[src/rtl/wdog_pkg.sv]
package wdog_pkg;

  // Timeout in ticks for a 4-bit code.
  function automatic int unsigned calc_timeout(logic [3:0] code, int unsigned step_ms);
    return step_ms * (int'(code) + 1);
  endfunction

  // Service is early while the elapsed count is below the window start.
  function automatic logic is_early(int unsigned elapsed, int unsigned min_win);
    return elapsed < min_win;
  endfunction

  function automatic int unsigned max_u(int unsigned a, int unsigned b);
    return (a > b) ? a : b;
  endfunction

endpackage

[src/rtl/wdog_window_timer.sv]
module wdog_window_timer
  import wdog_pkg::*;
#(
  parameter int unsigned STEP_MS    = 32,
  parameter int unsigned MIN_WIN_MS = 8,
  parameter int          TMR_W      = 10
) (
  input  logic             clk,
  input  logic             rst_n,
  input  logic             hard_clr,
  input  logic             ms_tick,
  input  logic             sleep,
  input  logic             en_wr,
  input  logic             en_val,
  input  logic [3:0]       tmo_code,
  input  logic             hold,
  output logic             armed,
  output logic [TMR_W-1:0] elapsed,
  output logic             early_ev,
  output logic             late_ev,
  output logic             service_ev
);

  logic [TMR_W:0] limit;
  logic [TMR_W:0] next_cnt;
  logic           wr_ok;
  logic           service_req;
  logic           disarm_req;
  logic           count_en;

  always_comb begin
    limit       = (TMR_W+1)'(calc_timeout(tmo_code, STEP_MS));
    next_cnt    = {1'b0, elapsed} + 1'b1;
    wr_ok       = en_wr && !hold;
    service_req = wr_ok && en_val && armed;
    disarm_req  = wr_ok && !en_val;
    early_ev    = service_req && is_early(int'(elapsed), MIN_WIN_MS);
    service_ev  = service_req && !early_ev;
    count_en    = armed && ms_tick && !sleep && !hold;
    late_ev     = count_en && !service_req && !disarm_req && (next_cnt >= limit);
  end

  always_ff @(posedge clk or negedge rst_n) begin
    if (!rst_n) begin
      armed   <= 1'b0;
      elapsed <= '0;
    end else if (hard_clr) begin
      armed   <= 1'b0;
      elapsed <= '0;
    end else if (early_ev || late_ev) begin
      armed   <= 1'b0;
      elapsed <= '0;
    end else if (wr_ok) begin
      armed   <= en_val;
      elapsed <= '0;
    end else if (count_en) begin
      elapsed <= next_cnt[TMR_W-1:0];
    end
  end

  assert_service_restart_R2: assert property (@(posedge clk) disable iff (!rst_n)
    (service_ev && !hard_clr) |=> (armed && elapsed == '0));

  assert_early_disarm_R4: assert property (@(posedge clk) disable iff (!rst_n)
    (early_ev && !hard_clr) |=> (!armed && elapsed == '0));

  assert_sleep_freeze_R7: assert property (@(posedge clk) disable iff (!rst_n)
    (armed && sleep && !en_wr && !hard_clr) |=> $stable(elapsed));

  assert_clear_idle_R8: assert property (@(posedge clk) disable iff (!rst_n)
    hard_clr |=> !armed);

  assert_one_event_R3: assert property (@(posedge clk) disable iff (!rst_n)
    $countones({early_ev, late_ev, service_ev}) <= 1);

endmodule

[src/rtl/wdog_pulse_gen.sv]
module wdog_pulse_gen #(
  parameter int unsigned POR_MS   = 50,
  parameter int unsigned PULSE_MS = 10,
  parameter int          CNT_W    = 6
) (
  input  logic clk,
  input  logic rst_n,
  input  logic hard_clr,
  input  logic ms_tick,
  input  logic fire,
  output logic pin_low,
  output logic busy
);

  logic [CNT_W-1:0] remain;

  always_ff @(posedge clk or negedge rst_n) begin
    if (!rst_n)
      remain <= CNT_W'(POR_MS);
    else if (hard_clr)
      remain <= '0;
    else if (fire)
      remain <= CNT_W'(PULSE_MS);
    else if (ms_tick && remain != '0)
      remain <= remain - 1'b1;
  end

  assign busy    = (remain != '0);
  assign pin_low = busy || !rst_n;

  assert_fire_pulls_R5: assert property (@(posedge clk) disable iff (!rst_n)
    (fire && !hard_clr) |=> pin_low);

  assert_clear_release_R8: assert property (@(posedge clk) disable iff (!rst_n)
    hard_clr |=> !pin_low);

  assert_no_tick_hold_R5: assert property (@(posedge clk) disable iff (!rst_n)
    (busy && !ms_tick && !fire && !hard_clr) |=> busy);

endmodule

[src/rtl/wdog_boot_flag.sv]
module wdog_boot_flag (
  input  logic clk,
  input  logic rst_n,
  input  logic hard_clr,
  input  logic fire,
  input  logic rd,
  output logic flag
);

  always_ff @(posedge clk or negedge rst_n) begin
    if (!rst_n)        flag <= 1'b0;
    else if (hard_clr) flag <= 1'b0;
    else if (fire)     flag <= 1'b1;
    else if (rd)       flag <= 1'b0;
  end

  assert_flag_set_R6: assert property (@(posedge clk) disable iff (!rst_n)
    (fire && !hard_clr) |=> flag);

  assert_flag_read_R6: assert property (@(posedge clk) disable iff (!rst_n)
    (rd && !fire) |=> !flag);

endmodule

[src/rtl/wdog_window_top.sv]
module wdog_window_top
  import wdog_pkg::*;
#(
  parameter int unsigned STEP_MS    = 32,
  parameter int unsigned MIN_WIN_MS = 8,
  parameter int unsigned PULSE_MS   = 10,
  parameter int unsigned POR_MS     = 50
) (
  input  logic       clk,
  input  logic       rst_n,
  input  logic       hard_clr,
  input  logic       ms_tick,
  input  logic       sleep,
  input  logic       en_wr,
  input  logic       en_val,
  input  logic [3:0] tmo_code,
  input  logic       flag_rd,
  output logic       rst_pull_low,
  output logic       boot_flag
);

  localparam int TMR_W = $clog2(STEP_MS * 16 + 1);
  localparam int CNT_W = $clog2(max_u(POR_MS, PULSE_MS) + 1);

  logic             armed;
  logic [TMR_W-1:0] elapsed;
  logic             early_ev;
  logic             late_ev;
  logic             service_ev;
  logic             fire;
  logic             busy;

  assign fire = early_ev || late_ev;

  wdog_window_timer #(
    .STEP_MS   (STEP_MS),
    .MIN_WIN_MS(MIN_WIN_MS),
    .TMR_W     (TMR_W)
  ) u_timer (
    .clk       (clk),
    .rst_n     (rst_n),
    .hard_clr  (hard_clr),
    .ms_tick   (ms_tick),
    .sleep     (sleep),
    .en_wr     (en_wr),
    .en_val    (en_val),
    .tmo_code  (tmo_code),
    .hold      (busy),
    .armed     (armed),
    .elapsed   (elapsed),
    .early_ev  (early_ev),
    .late_ev   (late_ev),
    .service_ev(service_ev)
  );

  wdog_pulse_gen #(
    .POR_MS  (POR_MS),
    .PULSE_MS(PULSE_MS),
    .CNT_W   (CNT_W)
  ) u_pulse (
    .clk     (clk),
    .rst_n   (rst_n),
    .hard_clr(hard_clr),
    .ms_tick (ms_tick),
    .fire    (fire),
    .pin_low (rst_pull_low),
    .busy    (busy)
  );

  wdog_boot_flag u_flag (
    .clk     (clk),
    .rst_n   (rst_n),
    .hard_clr(hard_clr),
    .fire    (fire),
    .rd      (flag_rd),
    .flag    (boot_flag)
  );

  assert_idle_in_pulse_R10: assert property (@(posedge clk) disable iff (!rst_n)
    busy |-> !armed);

  assert_fire_needs_arm_R1: assert property (@(posedge clk) disable iff (!rst_n)
    fire |-> armed);

endmodule

[config.mk]
export PLATFORM = sky130hd
export DESIGN_NAME = wdog_window_top
export DESIGN_NICKNAME = d
export VERILOG_FILES = /design/src/rtl/wdog_pkg.sv /design/src/rtl/wdog_window_timer.sv /design/src/rtl/wdog_pulse_gen.sv /design/src/rtl/wdog_boot_flag.sv /design/src/rtl/wdog_window_top.sv
export SDC_FILE = /design/constraint.sdc
export NUM_CORES = 1
export LEC_CHECK = 0
export BUFFER_PORTS_ARGS = -buffer_cell sky130_fd_sc_hd__buf_2
export CAP_MARGIN = 20
export CELL_PAD_IN_SITES_DETAIL_PLACEMENT = 1
export CELL_PAD_IN_SITES_GLOBAL_PLACEMENT = 1
export CORE_MARGIN = 10
export CORE_UTILIZATION = 36
export CTS_BUF_LIST = sky130_fd_sc_hd__clkbuf_4 sky130_fd_sc_hd__clkbuf_8
export DETAILED_ROUTE_END_ITERATION = 8
export PLACE_DENSITY = 0.63
export SETUP_SLACK_MARGIN = 0.05
export SLEW_MARGIN = 20
export SYNTH_ARGS = -nofsm -noshare
export SYNTH_HDL_FRONTEND = slang
export SYNTH_SLANG_ARGS = --single-unit
[constraint.sdc]
create_clock -name clk -period 3.7 [get_ports clk]
set_input_delay 0.37 -clock clk [delete_from_list [all_inputs] [get_ports clk]]
set_output_delay 0.37 -clock clk [all_outputs]
set_load 0.005 [all_outputs]
# --- Word-level counts from Yosys, hierarchy flattened ---
# Index checks and enable logic that the tools add are counted.
word_totals:
  mem_bits_rw: 0
  in_bits: 12
  memories: 0
  latchBits: 0
  register_bits: 18
  rom_bits: 0
op_classes:
  n_reduce_logical: 25
  shift: 0
  n_mux: 13
  n_lt_le_gt_ge: 2
  n_addsub: 3
  bitwise: 0
  eq_ne: 0
  div: 0
  multipliers: 0
op_table:
  columns: ["op", "count"]
  rows:
  - ["$mux 10", 4]
  - ["$mux 6", 3]
  - ["$logic_and 1x1->1", 12]
  - ["$add 10x1->11 const B", 1]
  - ["$ge 11x11->1", 1]
  - ["$lt 10x4->1 const B", 1]
  - ["$reduce_bool 3->1", 3]
  - ["$logic_not 1->1", 6]
  - ["$mux 1", 6]
  - ["$reduce_bool 6->1", 1]
  - ["$sub 6x1->6 const B", 1]
  - ["$add 4x1->5 const B", 1]
  - ["$reduce_bool 4->1", 1]
  - ["$logic_or 1x1->1", 2]

# --- Longest topological paths before layout ---
# Gate-level depths: netlist of run 1.
depth:
  word_depth: 12
  depth_mapped: 11

# --- Hierarchy ---
# A second synthesis of run 1 with hierarchy kept.
hier_totals:
  hier_cells: 165
  area_unflattened_um2: 1411.4
by_module_without_submodules:
  columns: ["module", "cells_each", "instances", "area_per_inst_um2"]
  rows:
  - ["wdog_window_timer", 121, 1, 991.0]
  - ["wdog_pulse_gen", 39, 1, 370.4]
  - ["wdog_boot_flag", 4, 1, 43.8]
  - ["wdog_window_top", 1, 1, 6.3]

# --- Worst setup path before layout of run 1 ---
# No wires, ideal clock.
synth_timing:
  path_type: "reg-to-reg"
  startpoint: "register u_timer.elapsed[0]"
  endpoint: "register u_timer.elapsed[1]"
  stages_incl_launch_ff: 12
  t_arrival_ns: 2.289
  synth_period_minus_slack_ns: 2.375
  path_slack_ns: 1.325
  path_cell_list: "dfrtp_1 -> ha_1 -> nand3_1 -> nor3_1 -> xor2_1 -> ha_1 -> nand4_1 -> nand3_1 -> o2111ai_1 -> o211ai_2 -> buf_6 -> nor3_1"
synth_between:
  elab_chain_cells: 6
  elab_cells_between_ends: 11
  classes_between: "add/sub: 1; order compare: 2; mux: 4; reduce/logical: 4"
synth_rtl:
  columns: ["item", "line", "rtl"]
  rows:
  - ["start, declared", "wdog_window_timer.sv:18", "output logic [TMR_W-1:0] elapsed,"]
  - ["start signal, assigned", "wdog_window_timer.sv:57", "elapsed <= next_cnt[TMR_W-1:0];"]
  - ["$add 10x1->11", "wdog_window_timer.sv:33", "next_cnt = {1'b0, elapsed} + 1'b1;"]
  - ["$ge 11x11->1", "wdog_window_timer.sv:40", "late_ev = count_en && !service_req && !disarm_req && (next_cnt >= limit);"]
  - ["$logic_and 1x1->1", "wdog_window_timer.sv:40", null]
  - ["$logic_or 1x1->1", "wdog_window_timer.sv:50", "end else if (early_ev || late_ev) begin"]
  - ["$mux 10", "wdog_window_timer.sv:50", null]
  - ["$mux 10", "wdog_window_timer.sv:47", "end else if (hard_clr) begin"]
# Parallel ways exist; a longest one is shown, timed or not. The select of a mux whose other input is x is not followed.
# A chain may end at the register's enable or synchronous reset.

# --- Final worst setup path of run 1 ---
layout_timing:
  startpoint: "register u_timer.elapsed[0]"
  endpoint: "register u_timer.elapsed[0]"
# The elaborated chain is that of the path after synthesis.

==> flow_summary.yaml, run 1 <==
place:
  gp_congestion: 0.829
  placed_cell_area_um2: 1410
  hpwl_um: 2650
  dp_cells: 200
  port_buffers: 13
cells_and_area:
  drive_above_1_share_pct: 17.0
  fin_util_pct: 42.6
  diodes: 0
  nets: 182
  fin_area_um2: 1460
  area_delta_synth_final_pct: 12.5
  nFillCells: 425
  stdcell_count: 205
cts:
  cts-htree-levels: 1
  cts_tree: "yes"
  cts.sinks: 18
  cts-buffers-inserted: 3
  cts-root-buf: "clkbuf_4"
  cts_buffer_depth: 2
  path_clk_slew_ns: 0.11
  clk_latency_ns: 0.30
  cts_resized: 0
routing:
  drt_iter0_drc: 47
  wl_um: 3350
  drtPass1Iterations: 4
  vias: 1101
  ant_nets: 0
  drcViolationCount: 0
  detail_route.wl_per_cell_um: 16.3
  viasPerCell: 5.37
grt:
  grt_pass1_wl_um: 5680
  grt_use_total_pct: 11.1
  grt.overflow.total: 0
  antenna_found_initial: 0
  grt_pass1_vias: 1158
  grt_max_degree: 20
setup_path:
  critPathKind: "reg2reg"
  worstRegToRegCells: 9
  cp-start-kind: "flop"
  slowest_stage: "dfrtp_1"
  slowest_delay_ns: 0.47
  arrival_ns: 3.15
  cp_cell_sequence: "ha_1 > nand3_1 > nor3_1 > xor2_1 > ha_1 > nand4_1 > or3_1 > o211ai_2 > nor3_1"
  rr_startpoint: "u_timer.elapsed[0]"
  end_kind: "flop"
  r2r-end: "u_timer.elapsed[0]"
  r2r_slack_ns: 0.72
  cp.required_ns: 3.87
  crit_fanout: 11
yosys:
  synthDistinctLibCells: 37
  syn_area_per_cell_um2: 9.12
  synth_top_area_share_pct: 29.0
  synth_area_um2: 1290
  synth_area_leaders: "dfrtp_1, ha_1, xnor2_1"
  synth_top_area_cell: "dfrtp_1"
  synthCells: 142
  yosysSeqAreaShare_pct: 35.1
  ys_ff_latch: 18
  ys.warnings.count: 0
  synth_nets: 164
floorplanning:
  dieArea_um2: 6400
  start_util_pct: 37.9
  fp.dieH_um: 80.0
  num_rows: 21
  fp.coreArea_um2: 3420
  ios: 14
  die_w_um: 80.0
worst_hold_path:
  min_path_cells: 2
  min_to: "u_pulse.remain[1]"
  worstHoldStart: "hard_clr"
  worst_hold_path_type: "in2reg"
sta:
  tightestPinTransition_ns: 0.510
  hold_viol: 0
  period_needed_ns: 2.98
  fmax_mhz: 335
  rsz0062_at_grt: "no"
  fin_crit_sh_pct: 80.6
  clock_skew_ns: 0.00161
  slew_viol_final: 0
  slew_headroom_pct: 65.9
  fin_setup_tns_ns: 0
  finalSetupViolCount: 0
flow_run:
  maxCapViolations: 0
pwr:
  peakVddDrop_uv: 208
  leakage_nw: 0.632
  p_per_area_nw_per_um2: 534
status:
  status: "completed"
worst max-delay path by stage:
stage                             from            endpoint  slack [ns]  cells past startpoint
floorplan           u_timer.elapsed[0]  u_timer.elapsed[1]        1.32                     11
global placement    u_timer.elapsed[0]  u_timer.elapsed[2]        0.85                      9
detailed placement  u_timer.elapsed[0]  u_timer.elapsed[0]        0.75                      9
CTS                 u_timer.elapsed[0]  u_timer.elapsed[0]        0.71                      9
global route        u_timer.elapsed[0]  u_timer.elapsed[0]        0.45                     10
finish              u_timer.elapsed[0]  u_timer.elapsed[0]        0.72                      9
layout by cell type (no fill, tap or decap), types with 2 or more instances in the layout:
cell type / n
a21oi_1: 3
a31oi_1: 3
buf_2: 13
clkbuf_4: 3
dfrtp_1: 15
dfstp_2: 3
ha_1: 10
inv_1: 6
nand2_1: 10
nand2b_1: 2
nand3_1: 10
nand3b_1: 2
nand4_1: 5
nor2_1: 14
nor3_1: 15
nor4_1: 2
or3_1: 2
xnor2_1: 10
xor2_1: 10
critical path, delay by kind of cell, from the launching register on:
kind            cells  cell delay, ns
fa+ha+maj           2            0.64
flops               1            0.47
compound gates      1            0.44
xor+xnor            1            0.13
simple gates        5            1.15
final cells by class:
class / count / area [um2] / share of cell area, %
Multi-Input combinational cell: 116 / 803 / 55.2
Sequential cell: 18 / 454 / 31.2
Timing Repair Buffer: 15 / 82.6 / 5.67
Tap cell: 46 / 57.6 / 3.95
Clock buffer: 4 / 36.3 / 2.49
Inverter: 6 / 22.5 / 1.55
report_power, final:
group / total, mW / internal, mW / switching (mW)
Combinational: 0.368 / 0.145 / 0.223
Clock: 0.129 / 0.0601 / 0.0688
Sequential: 0.280 / 0.240 / 0.0401
cell usage after synthesis:
master / number
o21ai_0: 1
a21boi_0: 1
nor4_1: 2
nand3_1: 10
a41oi_1: 1
a21oi_1: 3
nand4_1: 5
nor3_4: 1
nor2_1: 14
and4_1: 1
o21a_1: 1
nand3b_1: 2
nand3_4: 1
and4b_1: 1
o2111ai_1: 1
dfstp_2: 3
ha_1: 10
nor3_1: 15
xnor2_1: 10
a21o_1: 1
mux2i_1: 1
and3_2: 1
inv_1: 6
xor2_1: 10
o31ai_1: 1
dfrtp_1: 15
o211ai_2: 1
nand2b_1: 2
nand2_1: 10
nor2b_1: 1
mux2_2: 1
a31oi_1: 3
nor3b_1: 1
buf_6: 1
clkbuf_1: 1
or3_1: 2
and3b_2: 1
flip-flops by register name, indices dropped and copies added (netlist names):
name	cells
u_flag.flag	1
u_timer.elapsed	10
u_pulse.remain	6
u_timer.armed	1
cell families (layout without fill, tap and decap cells):
logic type	count (synthesis)	count (layout)	synth area share, %
simple gates	70	70	29.6
xor+xnor	20	20	13.5
flops	18	18	35.1
compound gates	14	14	7.63
fa+ha+maj	10	10	9.66
buf+inv	8	25	2.90
mux	2	2	1.64
layer usage:
metal	wire length [um]	track usage, %	vias to the layer above	share of wire, %
met5	0	0	-	0
li1	-	-	545	-
met1	1790	15.9	537	54
met4	19	1.58	0	0.57
met3	159	3.83	2	4.8
met2	1370	15.7	17	41
per-stage QoR:
stage	hold WS, ns	total power [mW]	setup slack (ns)
3_3_place_gp	0.334	0.640	0.854
3_5_place_dp	0.343	0.651	0.746
4_1_cts	0.211	0.785	0.712
2_1_floorplan	0.0744	0.545	1.32
5_1_grt	0.206	0.850	0.455
6_report	0.219	0.778	0.719
repair_timing:
action | 4_1_cts | 5_1_grt
setup buffers | 0 | 0
hold endpoints to repair | 3 | 0
hold buffers | 1 | 0
setup endpoints to repair | 0 | 0
Power figures use the tool's default switching activity.
==> run 2, diff against run 1 <==
--- a/config.mk
+++ b/config.mk
@@ -5,6 +5,7 @@
 export SDC_FILE = /design/constraint.sdc
 export NUM_CORES = 1
 export LEC_CHECK = 0
+export ABC_AREA = 1
 export BUFFER_PORTS_ARGS = -buffer_cell sky130_fd_sc_hd__buf_2
 export CAP_MARGIN = 20
 export CELL_PAD_IN_SITES_DETAIL_PLACEMENT = 1
@@ -13,7 +14,7 @@
 export CORE_UTILIZATION = 36
 export CTS_BUF_LIST = sky130_fd_sc_hd__clkbuf_4 sky130_fd_sc_hd__clkbuf_8
 export DETAILED_ROUTE_END_ITERATION = 8
-export PLACE_DENSITY = 0.63
+export PLACE_DENSITY = 0.65
 export SETUP_SLACK_MARGIN = 0.05
 export SLEW_MARGIN = 20
 export SYNTH_ARGS = -nofsm -noshare
==> constraint.sdc (replaced) <==
create_clock -name clk -period 2.98 [get_ports clk]
set_input_delay 0.298 -clock clk [delete_from_list [all_inputs] [get_ports clk]]
set_output_delay 0.298 -clock clk [all_outputs]
set_load 0.005 [all_outputs]
==> flow_summary.yaml, run 2 <==
cells_and_area:
  largest_reg_flops: 10
  regArea_um2: 457
  nFillCells: 512
  stdcell_count: 252
  area_delta_synth_final_pct: 12.3
  drive_above_1_share_pct: 20.1
  multi_input_area_um2: 830
  nets: 227
  largest_registers: "u_timer.elapsed x10, u_pulse.remain x6"
  diodes: 0
  layout_common_cells: "nand2_1, nand3_1, inv_1"
  mostFrequentLayoutCell: "nand2_1"
  regMostFlops: "u_timer.elapsed"
  fin_util_pct: 42.5
routing:
  detail_route.wl_per_cell_um: 12.9
  drcViolationCount: 0
  vias: 1247
  wl_um: 3260
  drtPass1Iterations: 4
  drt_iter0_drc: 29
  viasPerCell: 4.95
  ant_nets: 0
setup_path:
  critPathKind: "reg2reg"
  arrival_ns: 2.89
  rr_startpoint: "u_timer.elapsed[0]"
  r2r_slack_ns: 0.28
  r2r-end: "u_timer.elapsed[8]"
  cp.required_ns: 3.17
  worstRegToRegCells: 15
  cp-start-kind: "flop"
  crit_start: "u_timer.elapsed[0]"
  crit_fanout: 20
  end_kind: "flop"
place:
  dp_cells: 247
  gp_congestion: 0.748
  dp_slack_ns: 0.202
  hpwl_um: 2660
  port_buffers: 13
grt:
  grt_pass1_vias: 1332
  grt.overflow.total: 0
  antenna_found_initial: 0
  grt_pass1_wl_um: 6010
  grt_max_degree: 21
  grt_use_total_pct: 10.8
worst_hold_path:
  min_path_cells: 3
  worstHoldStart: "ms_tick"
  min_to: "u_pulse.remain[0]"
  worst_hold_path_type: "in2reg"
yosys:
  ys_ff_latch: 18
  synth_area_um2: 1420
  synth_top_area_cell: "dfrtp_1"
  synth_nets: 211
  synth_ff_type: "dfrtp_1"
  synthDistinctLibCells: 30
  yosysMostFrequentCell: "nand2_1"
  syn_area_per_cell_um2: 7.50
  yosysSeqAreaShare_pct: 32.0
  synthTopCellsByCount: "nand2_1, nand3_1, inv_1"
  synthCells: 189
  synth_top_area_share_pct: 26.5
  async_reset_ff_share_pct: 100
  synth_enable_flop_cells: 0
  synth_area_leaders: "dfrtp_1, nand3_1, ha_1"
  ys.warnings.count: 0
floorplanning:
  dieArea_um2: 6850
  ios: 14
  num_rows: 22
  fp.coreArea_um2: 3740
  start_util_pct: 37.9
  die_w_um: 82.8
  fp.dieH_um: 82.8
cts:
  cts_tree: "yes"
  cts_buffer_depth: 2
  path_clk_slew_ns: 0.07
  clk_latency_ns: 0.25
  postCtsSetupBuffers: 0
  cts-root-buf: "clkbuf_8"
  cts-htree-levels: 1
  cts.sinks: 18
  cts-buffers-inserted: 3
sta:
  slew_viol_final: 0
  whs_ns: 0.336
  fin_ws_ns: 0.285
  fmax_mhz: 371
  fin_setup_tns_ns: 0
  rsz0062_at_grt: "no"
  tightestPinTransition_ns: 0.577
  period_needed_ns: 2.70
  clock_skew_ns: 0.00316
  finalSetupViolCount: 0
  fin_crit_sh_pct: 90.4
  slew_headroom_pct: 61.4
  hold_viol: 0
status:
  status: "completed"
pwr:
  p_per_area_nw_per_um2: 522
  peakVddDrop_uv: 355
  leakage_nw: 0.809
flow_run:
  maxCapViolations: 0
-- run 2: changes by cell type in the layout (fill, tap and decap cells not counted), sizes merged, moves of 2 or more --
cell / change
nand2b: -2
xor2: -5
or3: -2
nand2: +25
nor3: -15
a31oi: -3
inv: +24
nor2: +11
nand3: +25
a21oi: +2
xnor2: -5
-- run 2: layout make-up --
type,count,area share [%]
Clock buffer,4,3.07
Inverter,31,7.63
Multi-Input combinational cell,137,52.1
Sequential cell,18,28.7
Tap cell,48,3.77
Timing Repair Buffer,14,4.72
-- run 2: worst max-delay path by stage --
stage / slack, ns / to / depth (start not counted)
detailed placement: 0.20 / u_timer.elapsed[8] / 15
finish: 0.28 / u_timer.elapsed[8] / 15
global placement: 0.35 / u_timer.elapsed[9] / 15
CTS: 0.19 / u_timer.elapsed[8] / 15
floorplan: 0.54 / u_timer.elapsed[1] / 16
global route: 0.06 / u_timer.elapsed[4] / 15
-- run 2: what timing repair did --
action | 4_1_cts | 5_1_grt
endpoints found under the hold margin | 14 | 0
hold buffers | 1 | 0
resized for setup | 0 | 6
endpoints found under the setup margin | 0 | 11
-- run 2: where the power goes --
group / internal, mW / switching [mW]
clock: 0.104 / 0.0801
combinational: 0.117 / 0.210
sequential: 0.289 / 0.0303
-- run 2: kinds of logic after synthesis --
logic type,Yosys count,synth area share [%]
AOI/OAI and AO/OA,11,4.77
xor gates and xnor gates,10,6.18
adders and majority gates,10,8.83
buffers and inverters,34,10.3
DFF,18,32.0
and+or+nand+nor,106,37.9
-- run 2: routing by layer --
metal,track usage (%),routed length [um],vias to the layer above
met5,0,0,-
met4,3.01,31,0
met3,1.30,75,4
met2,20.3,1690,9
met1,12.5,1460,592
li1,-,-,642
-- run 2: critical path: stages, from the launching register on --
cell     delay (ns)
dfrtp_2        0.41
ha_2           0.22
nand3_1        0.11
nor2_2         0.14
nand3_1        0.15
xor2_2         0.19
ha_1           0.32
a21o_2         0.19
a21oi_1        0.12
o21a_1         0.15
nand2_2        0.07
nand2_4        0.09
nand3_4        0.12
inv_6          0.16
nand3_1        0.09
nand2_1        0.09
-- run 2: metrics by stage --
stage	power [mW]	instance area, um2
after floorplan	0.575	1420
after global placement	0.643	1520
after detailed placement	0.652	1520
after CTS	0.841	1570
after global routing	0.904	1590
final	0.831	1590
==> run 3, diff against run 2 <==
--- a/config.mk
+++ b/config.mk
@@ -7,7 +7,7 @@
 export LEC_CHECK = 0
 export ABC_AREA = 1
 export BUFFER_PORTS_ARGS = -buffer_cell sky130_fd_sc_hd__buf_2
-export CAP_MARGIN = 20
+export CAP_MARGIN = 10
 export CELL_PAD_IN_SITES_DETAIL_PLACEMENT = 1
 export CELL_PAD_IN_SITES_GLOBAL_PLACEMENT = 1
 export CORE_MARGIN = 10
==> constraint.sdc (replaced) <==
create_clock -name clk -period 2.6 [get_ports clk]
set_input_delay 0.26 -clock clk [delete_from_list [all_inputs] [get_ports clk]]
set_output_delay 0.26 -clock clk [all_outputs]
set_load 0.005 [all_outputs]
==> flow_summary.yaml, run 3 (synthesized netlist as in run 2, its figures left out) <==
status:
  status: "completed"
sta:
  rsz0062_at_grt: "yes"
  slew_viol_final: 0
  slew_headroom_pct: 51.0
  period_needed_ns: 2.50
  finalSetupViolCount: 0
  fmax_mhz: 400
  whs_ns: 0.300
  clock_skew_ns: 0.00314
  tightestPinTransition_ns: 0.732
  fin_crit_sh_pct: 96.2
  hold_viol: 0
routing:
  met2WireLength_um: 2250
  drt_iter0_drc: 58
  drcViolationCount: 0
  m1WireLength_um: 1590
  wl_um: 3970
  ant_nets: 0
  detail_route.wl_per_cell_um: 14.7
  drtPass1Iterations: 4
  viasPerCell: 5.16
  topRoutingLayerUsed: "met4"
  vias: 1392
  routed-wl-met3_um: 101
cells_and_area:
  nFillCells: 477
  mostFrequentLayoutCell: "nand2_1"
  drive_above_1_share_pct: 34.2
  largest_reg_flops: 10
  regMostFlops: "u_timer.elapsed"
  largest_registers: "u_timer.elapsed x10, u_pulse.remain x6"
  layout_common_cells: "nand2_1, inv_1, nand3_1"
  area_delta_synth_final_pct: 32.2
  diodes: 0
  nets: 245
  fin_util_pct: 50.1
place:
  gp_congestion: 0.782
  hpwl_um: 2790
  port_buffers: 13
grt:
  grt_pass1_vias: 1383
  grt_pass1_wl_um: 6490
  antenna_found_initial: 0
  grt_use_total_pct: 12.0
  grt_max_degree: 20
  grt.overflow.total: 0
setup_path:
  arrival_ns: 2.70
  path_buf_inv: 1
  slowest_stage: "dfrtp_2"
  crit_path_frequent_cell: "nand3_4"
  cp-start-kind: "flop"
  crit_family: "simple AND/OR/NAND/NOR gates"
  critPathKind: "reg2reg"
  slowest_delay_ns: 0.43
  crit_fanout: 7
  cp.required_ns: 2.79
  end_kind: "flop"
  cp_cell_sequence: "ha_4 > nand3_4 > nor2_4 > nand3_4 > xor2_2 > ha_1 > a21o_2 > a21oi_2 > o21a_1 > nand2_2 > nand2_4 > nand3_4 > inv_4 > nand3_1 > nand2_1"
cts:
  cts_buffer_depth: 2
  cts-buffers-inserted: 3
  clk_latency_ns: 0.25
  cts_tree: "yes"
  cts-htree-levels: 1
  cts-root-buf: "clkbuf_8"
  cts.sinks: 18
  path_clk_slew_ns: 0.07
worst_hold_path:
  worst_hold_path_type: "in2reg"
pwr:
  leakage_nw: 0.912
  peakVddDrop_uv: 410
  p_per_area_nw_per_um2: 546
floorplanning:
  fp.coreArea_um2: 3740
  num_rows: 22
  start_util_pct: 37.9
  die_w_um: 82.8
  dieArea_um2: 6850
  fp.dieH_um: 82.8
  ios: 14
flow_run:
  maxCapViolations: 0
[run 3: cell types whose count changed in the layout (fill, tap and decap cells not counted), moves of 3 or more]
| cell | previous run | this run |
|---|---|---|
| buf_4 | 0 | 12 |
| nand3_1 | 32 | 24 |
| nand3_2 | 2 | 8 |
| nor2_4 | 2 | 7 |
| nor2_1 | 19 | 16 |
[run 3: worst reg2reg max path, cell delays in order (launching register included)]
cell and delay, ns:
dfrtp_2 0.43, ha_4 0.17, nand3_4 0.08, nor2_4 0.12, nand3_4 0.09, xor2_2 0.17, ha_1 0.30, a21o_2 0.20
a21oi_2 0.11, o21a_1 0.14, nand2_2 0.07, nand2_4 0.08, nand3_4 0.18, inv_4 0.15, nand3_1 0.08, nand2_1 0.07
[run 3: power by group]
group	leakage (nW)	switching, mW	total (mW)	internal [mW]
clock	0.0262	0.0921	0.211	0.119
sequential	0.231	0.0383	0.370	0.331
combinational	0.654	0.283	0.441	0.158
total	0.912	0.414	1.02	0.609
[run 3: per-stage QoR]
stage / power, mW / cell area (um2) / TNS (ns) / std cells / setup slack (ns)
floorplan: 0.659 / 1420 / 0 / 189 / 0.162
global placement: 0.738 / 1550 / -0.0654 / 252 / -0.0118
detailed placement: 0.752 / 1550 / -1.33 / 252 / -0.130
CTS: 0.980 / 1760 / 0 / 267 / 0.0519
global route: 1.11 / 1870 / -0.890 / 270 / -0.0855
finish: 1.02 / 1870 / 0 / 270 / 0.0989
[run 3: routing by layer]
metal / vias up / GRT usage [%]
met3: 4 / 1.30
met5: - / 0
met1: 694 / 13.2
met4: 0 / 3.51
met2: 17 / 23.2
li1: 677 / -
[run 3: worst paths after layout]
check                                   start                 end  slack (ns)  cells past startpoint
max                        u_timer.elapsed[0]  u_timer.elapsed[5]         0.1                     15
min                                   ms_tick   u_pulse.remain[0]        0.30                      3
max reg2reg                u_timer.elapsed[0]  u_timer.elapsed[5]         0.1                     15
min reg2reg                 u_pulse.remain[1]   u_pulse.remain[1]        0.47                      2
max in group asynchronous               rst_n   u_pulse.remain[1]        1.76                      2
min in group asynchronous               rst_n   u_pulse.remain[0]        0.50                      2
[run 3: area by class of cell]
cell class                 instances  area [um2]  share of cell area, %
clock buffer                       4        48.8                   2.60
inverter                          31         124                   6.61
multi-input combinational        137         945                   50.4
sequential                        18         459                   24.5
tap                               48        60.1                   3.20
timing repair buffer              29         216                   11.5
timing repair inverter             3        21.3                   1.13
[run 3: what timing repair did]
action	in CTS	in global routing
hold endpoints to repair	15	0
gates resized for setup	18	19
hold buffers	1	0
gates cloned	3	0
pin swaps	7	14
setup buffers	7	3
setup endpoints to repair	17	18
